File: config.mk
export PLATFORM = sky130hd
export DESIGN_NAME = esf_fbit_inserter
export DESIGN_NICKNAME = d
export VERILOG_FILES = /design/src/rtl/esf_fbit_pkg.sv /design/src/rtl/esf_pos_counter.sv /design/src/rtl/esf_crc6_engine.sv /design/src/rtl/esf_fbit_select.sv /design/src/rtl/esf_fbit_inserter.sv
export SDC_FILE = /design/constraint.sdc
export NUM_CORES = 1
export LEC_CHECK = 0
export BUFFER_PORTS_ARGS = -buffer_cell sky130_fd_sc_hd__buf_2
export CAP_MARGIN = 20
export CORE_ASPECT_RATIO = 0.5
export CORE_MARGIN = 2
export CORE_UTILIZATION = 48
export CTS_BUF_LIST = sky130_fd_sc_hd__clkbuf_16
export DETAILED_ROUTE_END_ITERATION = 6
export GPL_TIMING_DRIVEN = 0
export PLACE_DENSITY_LB_ADDON = 0.1
export SETUP_SLACK_MARGIN = 0.02
export SYNTH_ARGS = -nofsm -noshare
export SYNTH_HDL_FRONTEND = slang
export SYNTH_SLANG_ARGS = --single-unit
File: constraint.sdc
create_clock -name clk -period 3.2 [get_ports clk]
set_clock_uncertainty 0.15 [all_clocks]
set_input_delay 0.8 -clock clk [delete_from_list [all_inputs] [get_ports clk]]
set_output_delay 0.8 -clock clk [all_outputs]
set_load 0.03 [all_outputs]
File: src/rtl/esf_fbit_pkg.sv
package esf_fbit_pkg;

    // Alignment pattern, bit k is the value sent in the k-th pattern frame (4, 8, ...)
    localparam logic [5:0] ESF_FPS_REV = 6'b110100;
    // Low-order terms of x^6 + x + 1
    localparam logic [5:0] CRC6_POLY   = 6'b000011;

    typedef enum logic [1:0] {
        FK_LINK = 2'd0,
        FK_CRC  = 2'd1,
        FK_FPS  = 2'd2
    } fkind_e;

    // Frame phase is the 0-based frame index modulo 4
    function automatic fkind_e classify(input logic [1:0] phase);
        case (phase)
            2'd1:    return FK_CRC;
            2'd3:    return FK_FPS;
            default: return FK_LINK;
        endcase
    endfunction

endpackage

File: src/rtl/esf_pos_counter.sv
module esf_pos_counter #(
    parameter int FRAME_BITS = 193,
    parameter int MF_FRAMES  = 24,
    localparam int FRM_W     = $clog2(MF_FRAMES),
    localparam int BIT_W     = $clog2(FRAME_BITS)
) (
    input  logic             clk,
    input  logic             rst_n,
    input  logic             bit_en,
    input  logic             mf_start,
    output logic [FRM_W-1:0] cur_frame,
    output logic             is_fbit,
    output logic             mf_first,
    output logic             mf_last
);

    typedef struct packed {
        logic [FRM_W-1:0] frame;
        logic [BIT_W-1:0] bitn;
    } pos_t;

    pos_t pos_q, pos_d, cur;

    always_comb begin
        cur   = mf_start ? '0 : pos_q;
        pos_d = pos_q;
        if (bit_en) begin
            if (cur.bitn == BIT_W'(FRAME_BITS - 1)) begin
                pos_d.bitn  = '0;
                pos_d.frame = (cur.frame == FRM_W'(MF_FRAMES - 1)) ? '0 : cur.frame + 1'b1;
            end else begin
                pos_d.bitn  = cur.bitn + 1'b1;
                pos_d.frame = cur.frame;
            end
        end
    end

    always_ff @(posedge clk) begin
        if (!rst_n) pos_q <= '0;
        else        pos_q <= pos_d;
    end

    assign cur_frame = cur.frame;
    assign is_fbit   = (cur.bitn == '0);
    assign mf_first  = (cur == '0);
    assign mf_last   = (cur.frame == FRM_W'(MF_FRAMES - 1)) && (cur.bitn == BIT_W'(FRAME_BITS - 1));

    // stored position never leaves the frame or multiframe
    p_pos_range_r2: assert property (@(posedge clk) disable iff (!rst_n)
        (int'(pos_q.bitn) < FRAME_BITS) && (int'(pos_q.frame) < MF_FRAMES));

    // without an enable the position is frozen
    p_pos_hold_r10: assert property (@(posedge clk) disable iff (!rst_n)
        !bit_en |=> $stable(pos_q));

endmodule

File: src/rtl/esf_crc6_engine.sv
module esf_crc6_engine #(
    parameter int             CRC_W = 6,
    parameter logic [CRC_W-1:0] POLY = esf_fbit_pkg::CRC6_POLY
) (
    input  logic             clk,
    input  logic             rst_n,
    input  logic             bit_en,
    input  logic             mf_first,
    input  logic             mf_last,
    input  logic             is_fbit,
    input  logic             data_in,
    output logic [CRC_W-1:0] crc_prev
);

    typedef struct packed {
        logic [CRC_W-1:0] run;
        logic [CRC_W-1:0] hold;
    } crc_t;

    crc_t crc_q, crc_d;
    logic [CRC_W-1:0] start_v, stepped;
    logic             din, fb;

    always_comb begin
        start_v = mf_first ? '0 : crc_q.run;
        din     = is_fbit ? 1'b1 : data_in;
        fb      = start_v[CRC_W-1] ^ din;
        stepped = {start_v[CRC_W-2:0], 1'b0} ^ (fb ? POLY : '0);
        crc_d   = crc_q;
        if (bit_en) begin
            crc_d.run = stepped;
            if (mf_last) crc_d.hold = stepped;
        end
    end

    always_ff @(posedge clk) begin
        if (!rst_n) crc_q <= '0;
        else        crc_q <= crc_d;
    end

    assign crc_prev = crc_q.hold;

    // the value sent in the check slots changes only when a multiframe completes
    p_hold_only_at_end_r6: assert property (@(posedge clk) disable iff (!rst_n)
        !(bit_en && mf_last) |=> $stable(crc_q.hold));

endmodule

File: src/rtl/esf_fbit_select.sv
module esf_fbit_select #(
    parameter int CRC_W = 6,
    parameter int FRM_W = 5
) (
    input  logic [FRM_W-1:0] cur_frame,
    input  logic [CRC_W-1:0] crc_prev,
    input  logic             use_ext,
    input  logic             ext_in,
    output logic             fbit
);
    import esf_fbit_pkg::*;

    localparam int K_W = FRM_W - 2;

    logic [CRC_W-1:0] crc_rev;
    logic [K_W-1:0]   slot;

    // Reverse so that slot 0 picks the most significant check bit
    for (genvar i = 0; i < CRC_W; i++) begin : g_rev
        assign crc_rev[i] = crc_prev[CRC_W-1-i];
    end

    assign slot = cur_frame[FRM_W-1:2];

    always_comb begin
        if (use_ext) begin
            fbit = ext_in;
        end else begin
            case (classify(cur_frame[1:0]))
                FK_CRC:  fbit = crc_rev[slot];
                FK_FPS:  fbit = ESF_FPS_REV[slot];
                default: fbit = 1'b1;
            endcase
        end
    end

endmodule

File: src/rtl/esf_fbit_inserter.sv
module esf_fbit_inserter #(
    parameter int FRAME_BITS = 193,
    parameter int MF_FRAMES  = 24,
    parameter int CRC_W      = 6
) (
    input  logic clk,
    input  logic rst_n,
    input  logic bit_en,
    input  logic mf_start,
    input  logic pay_in,
    input  logic ext_in,
    input  logic fbit_src,
    input  logic native_rate,
    output logic tx_out,
    output logic tx_fmark
);

    localparam int FRM_W = $clog2(MF_FRAMES);

    typedef struct packed {
        logic data;
        logic fmark;
    } txo_t;

    txo_t             out_q, out_d;
    logic [FRM_W-1:0] cur_frame;
    logic             is_fbit, mf_first, mf_last, use_ext, fbit;
    logic [CRC_W-1:0] crc_prev;

    assign use_ext = fbit_src & native_rate;

    esf_pos_counter #(.FRAME_BITS(FRAME_BITS), .MF_FRAMES(MF_FRAMES)) u_pos (
        .clk(clk), .rst_n(rst_n), .bit_en(bit_en), .mf_start(mf_start),
        .cur_frame(cur_frame), .is_fbit(is_fbit), .mf_first(mf_first), .mf_last(mf_last)
    );

    esf_crc6_engine #(.CRC_W(CRC_W)) u_crc (
        .clk(clk), .rst_n(rst_n), .bit_en(bit_en), .mf_first(mf_first),
        .mf_last(mf_last), .is_fbit(is_fbit), .data_in(pay_in), .crc_prev(crc_prev)
    );

    esf_fbit_select #(.CRC_W(CRC_W), .FRM_W(FRM_W)) u_sel (
        .cur_frame(cur_frame), .crc_prev(crc_prev), .use_ext(use_ext),
        .ext_in(ext_in), .fbit(fbit)
    );

    always_comb begin
        out_d = out_q;
        if (bit_en) begin
            out_d.data  = is_fbit ? fbit : pay_in;
            out_d.fmark = is_fbit;
        end
    end

    always_ff @(posedge clk) begin
        if (!rst_n) out_q <= '0;
        else        out_q <= out_d;
    end

    assign tx_out   = out_q.data;
    assign tx_fmark = out_q.fmark;

    // outputs hold when no bit is enabled
    p_out_hold_r10: assert property (@(posedge clk) disable iff (!rst_n)
        !bit_en |=> $stable(tx_out) && $stable(tx_fmark));

    // payload bits appear unchanged one clock later
    p_payload_pass_r3: assert property (@(posedge clk) disable iff (!rst_n)
        bit_en && !is_fbit |=> !tx_fmark && (tx_out == $past(pay_in)));

    // external framing bits pass through at the native rate
    p_ext_pass_r8: assert property (@(posedge clk) disable iff (!rst_n)
        bit_en && is_fbit && fbit_src && native_rate |=> tx_fmark && (tx_out == $past(ext_in)));

    // data-link framing bits are ones under internal generation
    p_link_ones_r4: assert property (@(posedge clk) disable iff (!rst_n)
        bit_en && is_fbit && !use_ext && !cur_frame[0] |=> tx_out);

    // a strobe always lands on a framing position
    p_strobe_fbit_r2: assert property (@(posedge clk) disable iff (!rst_n)
        bit_en && mf_start |=> tx_fmark);

endmodule

==> results by stage <==
Timing:
- Setup repair after global routing left no endpoint under its margin.
- The final hold slack is 334 ps.
- The worst max-slew margin expressed relative to the limit is 50.2%.
- Setup slack closes at 301 ps.
- Static timing analysis puts the maximum clock frequency at 345 MHz.
- The clock period minus final worst setup slack is 2900 ps.
- The post-route clock period utilization is 90.6%.
- The hold violation count in the final report is 0.
- The measured slew at the worst slew-check pin is 747 ps.
- The number of max-slew violations in the final report was 0.
- Setup violations remaining at the end of the flow were counted as 0.

Synthesis:
- dfxtp_1 takes more of the synthesized area than any other cell.
- The most instantiated flip-flop cell in the synthesis netlist is dfxtp_1.
- The share of synthesized flip-flops with an asynchronous set or reset is 0%.
- In this run, synthesis produced a sequential element count of 27.
- Counting every net in the synthesized netlist gives 200.
- Of the post-synthesis cell area, the dominant cell type holds 34.8%.
- The proportion of synthesized chip area in sequential cells is 34.8%.
- Yosys attributes the largest share of cell area to dfxtp_1, mux2i_1, nand2_1.
- The synthesized area per cell is 8.32 µm².
- For this run, the number of Yosys warnings is 0.
- The gate count of the mapped netlist is 187.
- The netlist area before placement is 1560 µm².
- The number of distinct library cell variants in the gate-level netlist after synthesis is 55.
- The count of flip-flops with a built-in enable after synthesis is 0.

Clocking:
- In this run the clock root is driven by a clkbuf_16.
- For this design, the sink count on the clock tree is 27.
- The later pin in the worst-skew pair is clocked with a latency of 260 ps.
- After clock tree synthesis, the clock-pin slew on the worst setup and hold paths is 70 ps.
- In this run the deepest clock path goes through 2 buffers.
- TritonCTS built the clock tree.
- CTS built an H-tree with a depth of 1.
- In this run, CTS created clock tree buffers numbering 3.

GRT:
- The largest net degree at the start of global routing is 15.
- The number of antenna violations at the first check in global routing is 0.
- Summed over all layers, the global routing overflow is 0.
- The number of global-route vias before repair is 1281.
- The total routing usage reported by global routing is 21.8%.
- The wire length of the first global-routing pass is 6310 µm.

Routing:
- The routed design has 3860 µm of wire.
- In the routed design, unresolved DRC markers number 0.
- The per-cell via count in the routed design is 6.03.
- The first detailed-routing pass ran for 4 iterations.
- The number of DRC violations after detailed-routing iteration 0 is 53.
- After detailed routing, the average wire length per cell comes to 16.3 µm.
- The number of antenna-violating nets in the routed design is 0.
- The number of vias in the routed layout is 1429.

Die:
- In this run the horizontal extent of the chip is 84.5 µm.
- The die covers 3740 µm².
- The row count is 14.
- The overall die height is 44.3 µm.
- For this design the top-level I/O count stands at 10.
- The initial utilization of the core area, before any placement, comes to 51.0%.
- After floorplanning, the core was sized to cover 3050 µm².

Cells and area:
- The count of cells in the finished layout, fillers not included, comes to 237.
- Fill cells in the final layout number 294.
- The area of combinational cells with multiple inputs is 940 µm².
- Compared with the post-synthesis result, the final layout area differs by 10.4%.
- The antenna diode count is 0.
- For this run, the post-layout net count is 211.
- Cells with a size suffix above 1 make up 9.64% of the layout.
- The sequential cells in the finished layout cover a total of 541 µm².

Worst setup path:
- At the worst endpoint, the arrival time is 2940 ps.
- The startpoint kind of the worst setup timing path is an input pin.
- The data required time at the worst endpoint is 3240 ps.
- The critical path class is input pin to flip-flop.
- STA classifies the critical path endpoint as a flip-flop.
- The maximum single-stage delay on the critical path is 400 ps.
- In this run the worst path has a maximum fanout of 11.
- For this design, the slowest cell found on the critical path is nor4b_1.
- The signal on the critical path passes through buf_2 > clkbuf_2 > nand2b_1 > ha_1 > nor4b_1 > a22oi_1 > or2_1 > a41oi_1.

Power and ir drop:
- For this design the ratio of total power to cell area is 410 nW/µm².
- The leakage power is 0.608 nW.
- The overall power of the completed layout is 0.703 mW.
- IR analysis of the VDD net gives a maximum drop of 0.219 mV.

Placement:
- Including well taps, the total number of placed cells is 234.
- Timing analysis after detailed placement gives a worst setup slack of -249 ps.
- The detailed placer's ending HPWL is 2680 µm.
- Buffers placed on the I/O ports in this run total 7.
- The global placer's final weighted congestion is 0.838.

Worst hold path:
- The class of the worst hold path is flip-flop to flip-flop.

Job:
- The total of max-cap violations is 0.

Outcome:
- The flow ran to the end, and the final reports show no timing, DRC or antenna violations.
metrics by stage:
step | util [%] | area [µm²] | setup TNS, ps
6_report | 56.3 | 1720 | 0
4_1_cts | 56.4 | 1720 | 0
2_1_floorplan | - | 1560 | 0
3_3_place_gp | 53.8 | 1640 | -2240
5_1_grt | 56.3 | 1720 | 0
3_5_place_dp | 53.8 | 1640 | -2330
layer usage:
layer	wire length (µm)	vias to the layer above	track usage, %
met2	1640	51	34.0
met5	0	-	0
met1	1870	664	30.7
li1	-	712	-
met4	19	0	4.76
met3	335	2	5.97
power by group:
part	switching (mW)	internal [mW]
logic	0.0441	0.0223
registers	0.00492	0.342
clock network	0.122	0.168
critical path, delay by kind of cell:
kind	cells	cell delay, ps
AOI/OAI and AO/OA	2	520
adders and majority gates	1	230
buffers and inverters	2	480
and+or+nand+nor	3	890
state kept, by name, summed over array words and instances (netlist names):
| register | count |
|---|---|
| u_crc.crc_prev | 6 |
| u_crc.crc_q | 6 |
| tx_fmark | 1 |
| tx_out | 1 |
| u_pos.pos_q | 13 |
cell type report:
cell class                 count  area share [%]
multi-input combinational    140            54.7
timing repair buffer           7            2.04
buffer                        11            2.48
clock buffer                   3            4.37
sequential                    27            31.5
tap                           40            2.92
clock inverter                 1           0.219
inverter                       8            1.75
Yosys cell counts (all sizes together), types with 2 or more instances:
library cell	count
a22oi	3
nand3	9
o21ai	7
clkbuf	11
nor2b	2
o221ai	2
nand2b	6
nor3b	2
nand2	18
nor4b	2
a31oi	5
nor4	3
o31a	2
nor2	14
nor3	3
inv	7
dfxtp	27
a21oi	11
nand4	3
o211ai	6
ha	5
a41oi	2
or2	2
and3	3
mux2i	7
timing repair:
item	in CTS	in global routing
resized for setup	1	0
setup endpoints to repair	2	10
pin swaps	0	1
buffers inserted	0	0
hold buffers	0	0
final timing paths:
check                                                 start                          end  slack, ps  depth (start not counted)
worst min register to register  u_crc.crc_q[8]$_SDFFE_PN0P_  u_crc.crc_q[8]$_SDFFE_PN0P_        330                          2
worst min-delay path            u_crc.crc_q[8]$_SDFFE_PN0P_  u_crc.crc_q[8]$_SDFFE_PN0P_        330                          2
worst max register to register  u_pos.pos_q[0]$_SDFFE_PN0P_  u_crc.crc_q[6]$_SDFFE_PN0P_        820                          7
worst max-delay path                               mf_start  u_crc.crc_q[6]$_SDFFE_PN0P_        300                          8
logic make-up after synthesis:
group / count (synthesis) / share of synthesized area, %
and+or+nand+nor: 74 / 27.2
AOI/OAI and AO/OA: 51 / 22.8
DFF: 27 / 34.8
buffers and inverters: 20 / 4.83
muxes: 8 / 5.23
adders and majority gates: 5 / 4.02
xor gates and xnor gates: 2 / 1.13
cell usage in the layout, fill, tap and decap left out, types with 4 or more instances in the layout:
master     n
dfxtp_1   27
nand2_1   18
nor2_1    14
a21oi_1   11
clkbuf_1   9
nand3_1    9
inv_1      8
mux2i_1    7
buf_2      7
nand2b_1   6
o211ai_1   6
a31oi_1    5
ha_1       5
o21ai_0    4
No activity file was read; power rests on OpenSTA's default activity.
